===== src/rtl/por_seq_pkg.sv =====
package por_seq_pkg;

    // Stage of the release sequence after the boot memory is live
    typedef enum logic [1:0] {
        ST_HOLD    = 2'd0,
        ST_STRETCH = 2'd1,
        ST_PERIPH  = 2'd2,
        ST_RUN     = 2'd3
    } seq_state_e;

endpackage


===== src/rtl/por_sync.sv =====
module por_sync #(
    parameter int STAGES = 2
) (
    input  logic clk,
    input  logic arst_n,
    input  logic din,
    output logic dout
);

    typedef struct packed {
        logic [STAGES-1:0] chain;
    } sync_reg_t;

    sync_reg_t r_d, r_q;

    always_comb begin
        r_d = r_q;
        if (STAGES > 1) begin
            r_d.chain = {r_q.chain[STAGES-2:0], din};
        end else begin
            r_d.chain[0] = din;
        end
    end

    always_ff @(posedge clk or negedge arst_n) begin
        if (!arst_n) r_q <= '0;
        else         r_q <= r_d;
    end

    assign dout = r_q.chain[STAGES-1];

endmodule


===== src/rtl/por_glitch_filter.sv =====
module por_glitch_filter #(
    parameter int FILT_CYC = 65
) (
    input  logic clk,
    input  logic arst_n,
    input  logic din,
    output logic level
);

    localparam int CW = $clog2(FILT_CYC + 1);
    localparam logic [CW-1:0] LAST = CW'(FILT_CYC - 1);

    typedef struct packed {
        logic          level;
        logic [CW-1:0] run;
    } filt_reg_t;

    filt_reg_t r_d, r_q;

    always_comb begin
        r_d = r_q;
        if (din == r_q.level) begin
            r_d.run = '0;
        end else if (r_q.run == LAST) begin
            r_d.level = din;
            r_d.run   = '0;
        end else begin
            r_d.run = r_q.run + 1'b1;
        end
    end

    always_ff @(posedge clk or negedge arst_n) begin
        if (!arst_n) r_q <= '0;
        else         r_q <= r_d;
    end

    assign level = r_q.level;

endmodule


===== src/rtl/por_wdog.sv =====
module por_wdog #(
    parameter int TIMEOUT = 1000
) (
    input  logic clk,
    input  logic arst_n,
    input  logic en,
    input  logic kick,
    output logic expire
);

    localparam int CW = $clog2(TIMEOUT + 1);
    localparam logic [CW-1:0] LAST = CW'(TIMEOUT - 1);

    typedef struct packed {
        logic [CW-1:0] cnt;
    } wd_reg_t;

    wd_reg_t r_d, r_q;

    always_comb begin
        expire = en && !kick && (r_q.cnt == LAST);
        r_d    = r_q;
        if (!en || kick || expire) r_d.cnt = '0;
        else                       r_d.cnt = r_q.cnt + 1'b1;
    end

    always_ff @(posedge clk or negedge arst_n) begin
        if (!arst_n) r_q <= '0;
        else         r_q <= r_d;
    end

endmodule


===== src/rtl/por_stage_seq.sv =====
module por_stage_seq
    import por_seq_pkg::*;
#(
    parameter int STRETCH_CYC = 256,
    parameter int PERIPH_CYC  = 16
) (
    input  logic clk,
    input  logic arst_n,
    input  logic boot_ok,
    input  logic bite,
    output logic core_ok,
    output logic periph_ok
);

    localparam int MAXC = (STRETCH_CYC > PERIPH_CYC) ? STRETCH_CYC : PERIPH_CYC;
    localparam int CW   = $clog2(MAXC + 1);
    localparam logic [CW-1:0] STRETCH_LAST = CW'(STRETCH_CYC - 1);
    localparam logic [CW-1:0] PERIPH_LAST  = CW'(PERIPH_CYC - 1);

    typedef struct packed {
        seq_state_e    state;
        logic [CW-1:0] cnt;
        logic          core;
        logic          periph;
    } seq_reg_t;

    localparam seq_reg_t RST = '{state: ST_HOLD, cnt: '0, core: 1'b0, periph: 1'b0};

    seq_reg_t r_d, r_q;

    always_comb begin
        r_d = r_q;
        if (!boot_ok) begin
            r_d = RST;
        end else begin
            unique case (r_q.state)
                ST_HOLD: begin
                    // first clock with the boot memory live counts as one
                    r_d.state = ST_STRETCH;
                    r_d.cnt   = CW'(1);
                end
                ST_STRETCH: begin
                    if (r_q.cnt == STRETCH_LAST) begin
                        r_d.state = ST_PERIPH;
                        r_d.cnt   = '0;
                        r_d.core  = 1'b1;
                    end else begin
                        r_d.cnt = r_q.cnt + 1'b1;
                    end
                end
                ST_PERIPH: begin
                    if (r_q.cnt == PERIPH_LAST) begin
                        r_d.state  = ST_RUN;
                        r_d.cnt    = '0;
                        r_d.periph = 1'b1;
                    end else begin
                        r_d.cnt = r_q.cnt + 1'b1;
                    end
                end
                ST_RUN: begin
                    if (bite) begin
                        // replay the stretch; the filter is not involved
                        r_d.state  = ST_STRETCH;
                        r_d.cnt    = '0;
                        r_d.core   = 1'b0;
                        r_d.periph = 1'b0;
                    end
                end
                default: r_d = RST;
            endcase
        end
    end

    always_ff @(posedge clk or negedge arst_n) begin
        if (!arst_n) r_q <= RST;
        else         r_q <= r_d;
    end

    assign core_ok   = r_q.core;
    assign periph_ok = r_q.periph;

endmodule


===== src/rtl/por_sequencer.sv =====
module por_sequencer #(
    parameter int SYNC_STAGES = 2,
    parameter int FILT_CYC    = 65,
    parameter int STRETCH_CYC = 256,
    parameter int PERIPH_CYC  = 16,
    parameter int WD_TIMEOUT  = 1000
) (
    input  logic clk,
    input  logic arst_n,
    input  logic pwr_good_raw,
    input  logic wd_kick,
    output logic boot_rst_n,
    output logic core_rst_n,
    output logic periph_rst_n
);

    logic pg_sync;
    logic pg_filt;
    logic wd_expire;
    logic core_ok;
    logic periph_ok;

    por_sync #(.STAGES(SYNC_STAGES)) u_sync (
        .clk    (clk),
        .arst_n (arst_n),
        .din    (pwr_good_raw),
        .dout   (pg_sync)
    );

    por_glitch_filter #(.FILT_CYC(FILT_CYC)) u_filt (
        .clk    (clk),
        .arst_n (arst_n),
        .din    (pg_sync),
        .level  (pg_filt)
    );

    por_wdog #(.TIMEOUT(WD_TIMEOUT)) u_wdog (
        .clk    (clk),
        .arst_n (arst_n),
        .en     (periph_ok),
        .kick   (wd_kick),
        .expire (wd_expire)
    );

    por_stage_seq #(
        .STRETCH_CYC (STRETCH_CYC),
        .PERIPH_CYC  (PERIPH_CYC)
    ) u_seq (
        .clk       (clk),
        .arst_n    (arst_n),
        .boot_ok   (pg_filt),
        .bite      (wd_expire),
        .core_ok   (core_ok),
        .periph_ok (periph_ok)
    );

    // each later stage is gated by the earlier one, so a power failure
    // drops all three on the same edge
    assign boot_rst_n   = pg_filt;
    assign core_rst_n   = core_ok & boot_rst_n;
    assign periph_rst_n = periph_ok & core_rst_n;

endmodule


===== config.mk =====
export PLATFORM = sky130hd
export DESIGN_NAME = por_sequencer
export DESIGN_NICKNAME = d
export VERILOG_FILES = /design/src/rtl/por_seq_pkg.sv /design/src/rtl/por_sync.sv /design/src/rtl/por_glitch_filter.sv /design/src/rtl/por_wdog.sv /design/src/rtl/por_stage_seq.sv /design/src/rtl/por_sequencer.sv
export SDC_FILE = /design/constraint.sdc
export NUM_CORES = 1
export LEC_CHECK = 0
export BUFFER_PORTS_ARGS = -buffer_cell sky130_fd_sc_hd__buf_4
export CORE_MARGIN = 2
export CORE_UTILIZATION = 54
export CTS_CLUSTER_DIAMETER = 150
export DETAILED_ROUTE_END_ITERATION = 12
export HOLD_SLACK_MARGIN = 0.08
export PLACE_DENSITY = 0.74
export SLEW_MARGIN = 10
export SYNTH_ARGS = -nofsm -noshare
export SYNTH_HDL_FRONTEND = slang
export SYNTH_SLANG_ARGS = --single-unit

===== constraint.sdc =====
create_clock -name clk -period 2.1 [get_ports clk]
set_input_delay 0.105 -clock clk [delete_from_list [all_inputs] [get_ports clk]]
set_output_delay 0.105 -clock clk [all_outputs]
set_load 0.005 [all_outputs]

==> flow_summary_export.csv <==
group,metric,value,unit
outcome,status,"finished, violations left",
outcome,violations,"setup timing",
setup_path,path_max_fanout,6,
clock_tree,clkSlewWorstSetupHoldPaths,0.11,ns
clock_tree,cts_tree,"done",
setup_path,crit_chain,"ha_2 > and3_4 > and3_4 > nand3_4 > inv_2 > ha_4 > or2b_4 > a21oi_4 > and2_4 > a22o_1",
setup_path,endpoint,"u_seq.r_q[5]",
global_routing,grt_use_total,21.5,%
clock_tree,clock_sinks,33,
clock_tree,cts_buffer_depth,2,
clock_tree,cts_root_buffer,"clkbuf_4",
timing,fin_skew,0.0158,ns
timing,setup_viol,5,
timing,tightest_slew,0.551,ns
setup_path,critPathMaxStageDelay,0.39,ns
yosys,synthCells,173,
finish,drive_gt1_share,18.8,%
floorplan,coreArea,3080,um2
clock_tree,cts_buffers,5,
timing,fin_crit_sh,101,%
global_routing,grt_max_degree,34,
yosys,syn_area,1770,um2
setup_path,reg2regPathDepth,10,
clock_tree,clk-insertion-delay-late,0.33,ns
finish,fill_cells,246,
routing,drt_first_pass_iters,4,
setup_path,worstSetupPathType,"reg2reg",
placed_design,dp_hpwl,2360,um
global_routing,grt_pass1_wl,5800,um
routing,wl_per_cell,13.8,um
placed_design,dp_cells,228,
global_routing,busiest_layer,"met2",
timing,slew_headroom,63.2,%
floorplan,row_count,20,
timing,setup_ws,-0.0157,ns
global_routing,grtUsageMet1,28.3,%
timing,post-route-min-period,2.12,ns
floorplan,dieHeight,61.2,um
finish,layout.nets,210,
flow_run,maxCapViolations,0,
setup_path,rrSetupSlack,-0.02,ns
floorplan,ios,7,
floorplan,die_area,3750,um2
yosys,synth_top_area_cell,"dfrtp_1",
yosys,synth_area_leaders,"dfrtp_1, ha_1, and3_1",
yosys,yosysUniqueCellTypes,40,
global_routing,grt_pass1_vias,1321,
finish,multi_input_area,943,um2
power_and_ir_drop,leakagePower,1.04,nW
timing,grt_setup_unrepaired,"yes",
worst_hold_path,min_path_type,"in2async",
placed_design,pre_cts_ws,-0.0407,ns
timing,fmax,473,MHz
finish,layout.cells.non_filler,241,
routing,ant_nets,0,
timing,hold_ws,0.231,ns
routing,drt_iter0_drc,93,
routing,routed_wl,3340,um
finish,antenna_cells,0,
yosys,syn_area_per_cell,10.2,um2
finish,area_growth,18.2,%
setup_path,cp_common_cell,"and3_4",
routing,drc_errors,0,
yosys,syn_nets,187,
power_and_ir_drop,ir_worst_vdd,0.000354,V
timing,finalHoldViolCount,0,
yosys,yosysSeqAreaShare,46.7,%
setup_path,cp.required,2.37,ns
setup_path,timing.rr.end,"u_seq.r_q[5]",
placed_design,place_congestion,0.898,
global_routing,use_met2,32.8,%
setup_path,arrival,2.38,ns
setup_path,endpoint_kind,"flop",
placed_design,port_buffers,6,
yosys,ys_seq_elements,33,
setup_path,crit-reg2reg-launch,"u_seq.r_q[2]",
global_routing,antenna_found_initial,0,
power_and_ir_drop,power_density,563,nW/um2
setup_path,crit_path_start_kind,"flop",
setup_path,critPathSlowestCell,"dfrtp_1",
routing,vias,1318,
global_routing,overflow,0,
routing,vias_per_cell,5.47,
yosys,synth-warning-count,0,
setup_path,worstSetupStartpoint,"u_seq.r_q[2]",
clock_tree,htree_levels,2,
yosys,yosysTopAreaCellShare,46.7,%
floorplan,die_x,61.2,um
floorplan,start_util,57.4,%
timing,final_max_slew_viol_count,0,
finish,seqCellArea,826,um2
global_routing,grt_use_met3,5.67,%
[report_power, final]
group	total [mW]	switching (mW)	internal, mW	leakage [nW]
registers	0.648	0.00658	0.642	0.454
logic	0.0343	0.0203	0.0140	0.538
clock network	0.495	0.210	0.284	0.0455
[cell families after synthesis]
kind of cell / synth area share [%]
fa+ha+maj: 7.08
compound gates: 12.5
xor+xnor: 6.94
simple gates: 22.8
mux: 1.20
flops: 46.7
buf+inv: 2.76
[per-stage QoR]
step	setup TNS, ns	total power [mW]	util (%)	cell area (um2)
6_report	-0.0411	1.18	67.9	2090
5_1_grt	-0.634	1.23	67.9	2090
3_5_place_dp	-0.207	0.692	62.2	1920
2_1_floorplan	0	0.671	-	1770
3_3_place_gp	0	0.690	62.2	1920
4_1_cts	0	1.19	66.8	2060
[timing repair]
item | 4_1_cts | 5_1_grt
setup endpoints to repair | 6 | 10
hold buffers | 3 | 0
resized for setup | 4 | 5
setup buffers | 1 | 1
endpoints found under the hold margin | 36 | 0
pin swaps | 3 | 4
[layout by cell type (no fill, tap or decap), types with 2 or more instances in the layout]
master / n
dfrtp_1: 33
nor2_1: 20
buf_4: 15
nand3_1: 12
and3_1: 10
nand2_1: 10
inv_1: 9
xor2_1: 8
ha_1: 8
o21ai_1: 7
xnor2_1: 6
a22o_1: 5
clkbuf_4: 5
a21o_1: 4
and2_1: 3
a21oi_1: 3
dlygate4sd3_1: 3
and3_4: 2
nand2b_1: 2
a211oi_1: 2
[critical path: cells and delay by family (launching register included)]
family                   cells  cell delay [ns]
adder cells (fa/ha/maj)      2             0.34
AND/OR/NAND/NOR              5             0.91
buffers and inverters        1             0.05
AO/OA/AOI/OAI                2             0.36
flip-flops                   1             0.39
[registers in the layout, summed over array words and instances, names as in the netlist]
name,count
u_filt.level,1
u_sync.r_q,2
u_seq.core_ok,1
u_filt.r_q,7
u_seq.r_q,11
u_seq.periph_ok,1
u_wdog.r_q,10
[per-layer routing]
| metal | wire length, um | part of all wire, % |
|---|---|---|
| met1 | 1630 | 49 |
| met2 | 1560 | 47 |
| met3 | 101 | 3.0 |
| met4 | 46 | 1.4 |
| met5 | 0 | 0 |
[cell type report]
type                    instances  area share, %
clock buffers                   7           2.63
clock inverters                 1           1.44
inverters                      10           1.80
multi-input cells             128           45.1
flip-flops and latches         33           39.5
well taps                      44           2.63
repair buffers                 18           6.83
[worst min path at each step]
stage	to	slack (ns)	depth (start not counted)
final	u_seq.r_q[11]	0.23	2
after global routing	u_seq.r_q[11]	0.25	2
after CTS	u_seq.r_q[11]	0.23	2
after detailed placement	u_seq.r_q[11]	0.07	1
after global placement	u_seq.r_q[12]	0.06	1
after floorplan	u_filt.level	-0.19	0
[cell usage after synthesis, drive strengths merged]
| cell | n |
|---|---|
| dfrtp | 33 |
| nor2 | 20 |
| nand3 | 13 |
| and3 | 12 |
| ha | 10 |
| inv | 10 |
| nand2 | 10 |
| o21ai | 9 |
| xor2 | 8 |
| xnor2 | 6 |
| a21oi | 5 |
| a22o | 5 |
| a21o | 4 |
| and2 | 4 |
| a211oi | 2 |
| nand2b | 2 |
| nand4 | 2 |
| nand4b | 2 |
| a2bb2oi | 1 |
| a311oi | 1 |
| and4 | 1 |
| and4bb | 1 |
| buf | 1 |
| clkbuf | 1 |
| mux2 | 1 |
| mux2i | 1 |
| nor2b | 1 |
| nor4 | 1 |
| o211ai | 1 |
| o21bai | 1 |
| o31ai | 1 |
| or2b | 1 |
| or3 | 1 |
| or4 | 1 |
(Power assumes the default switching activity.)
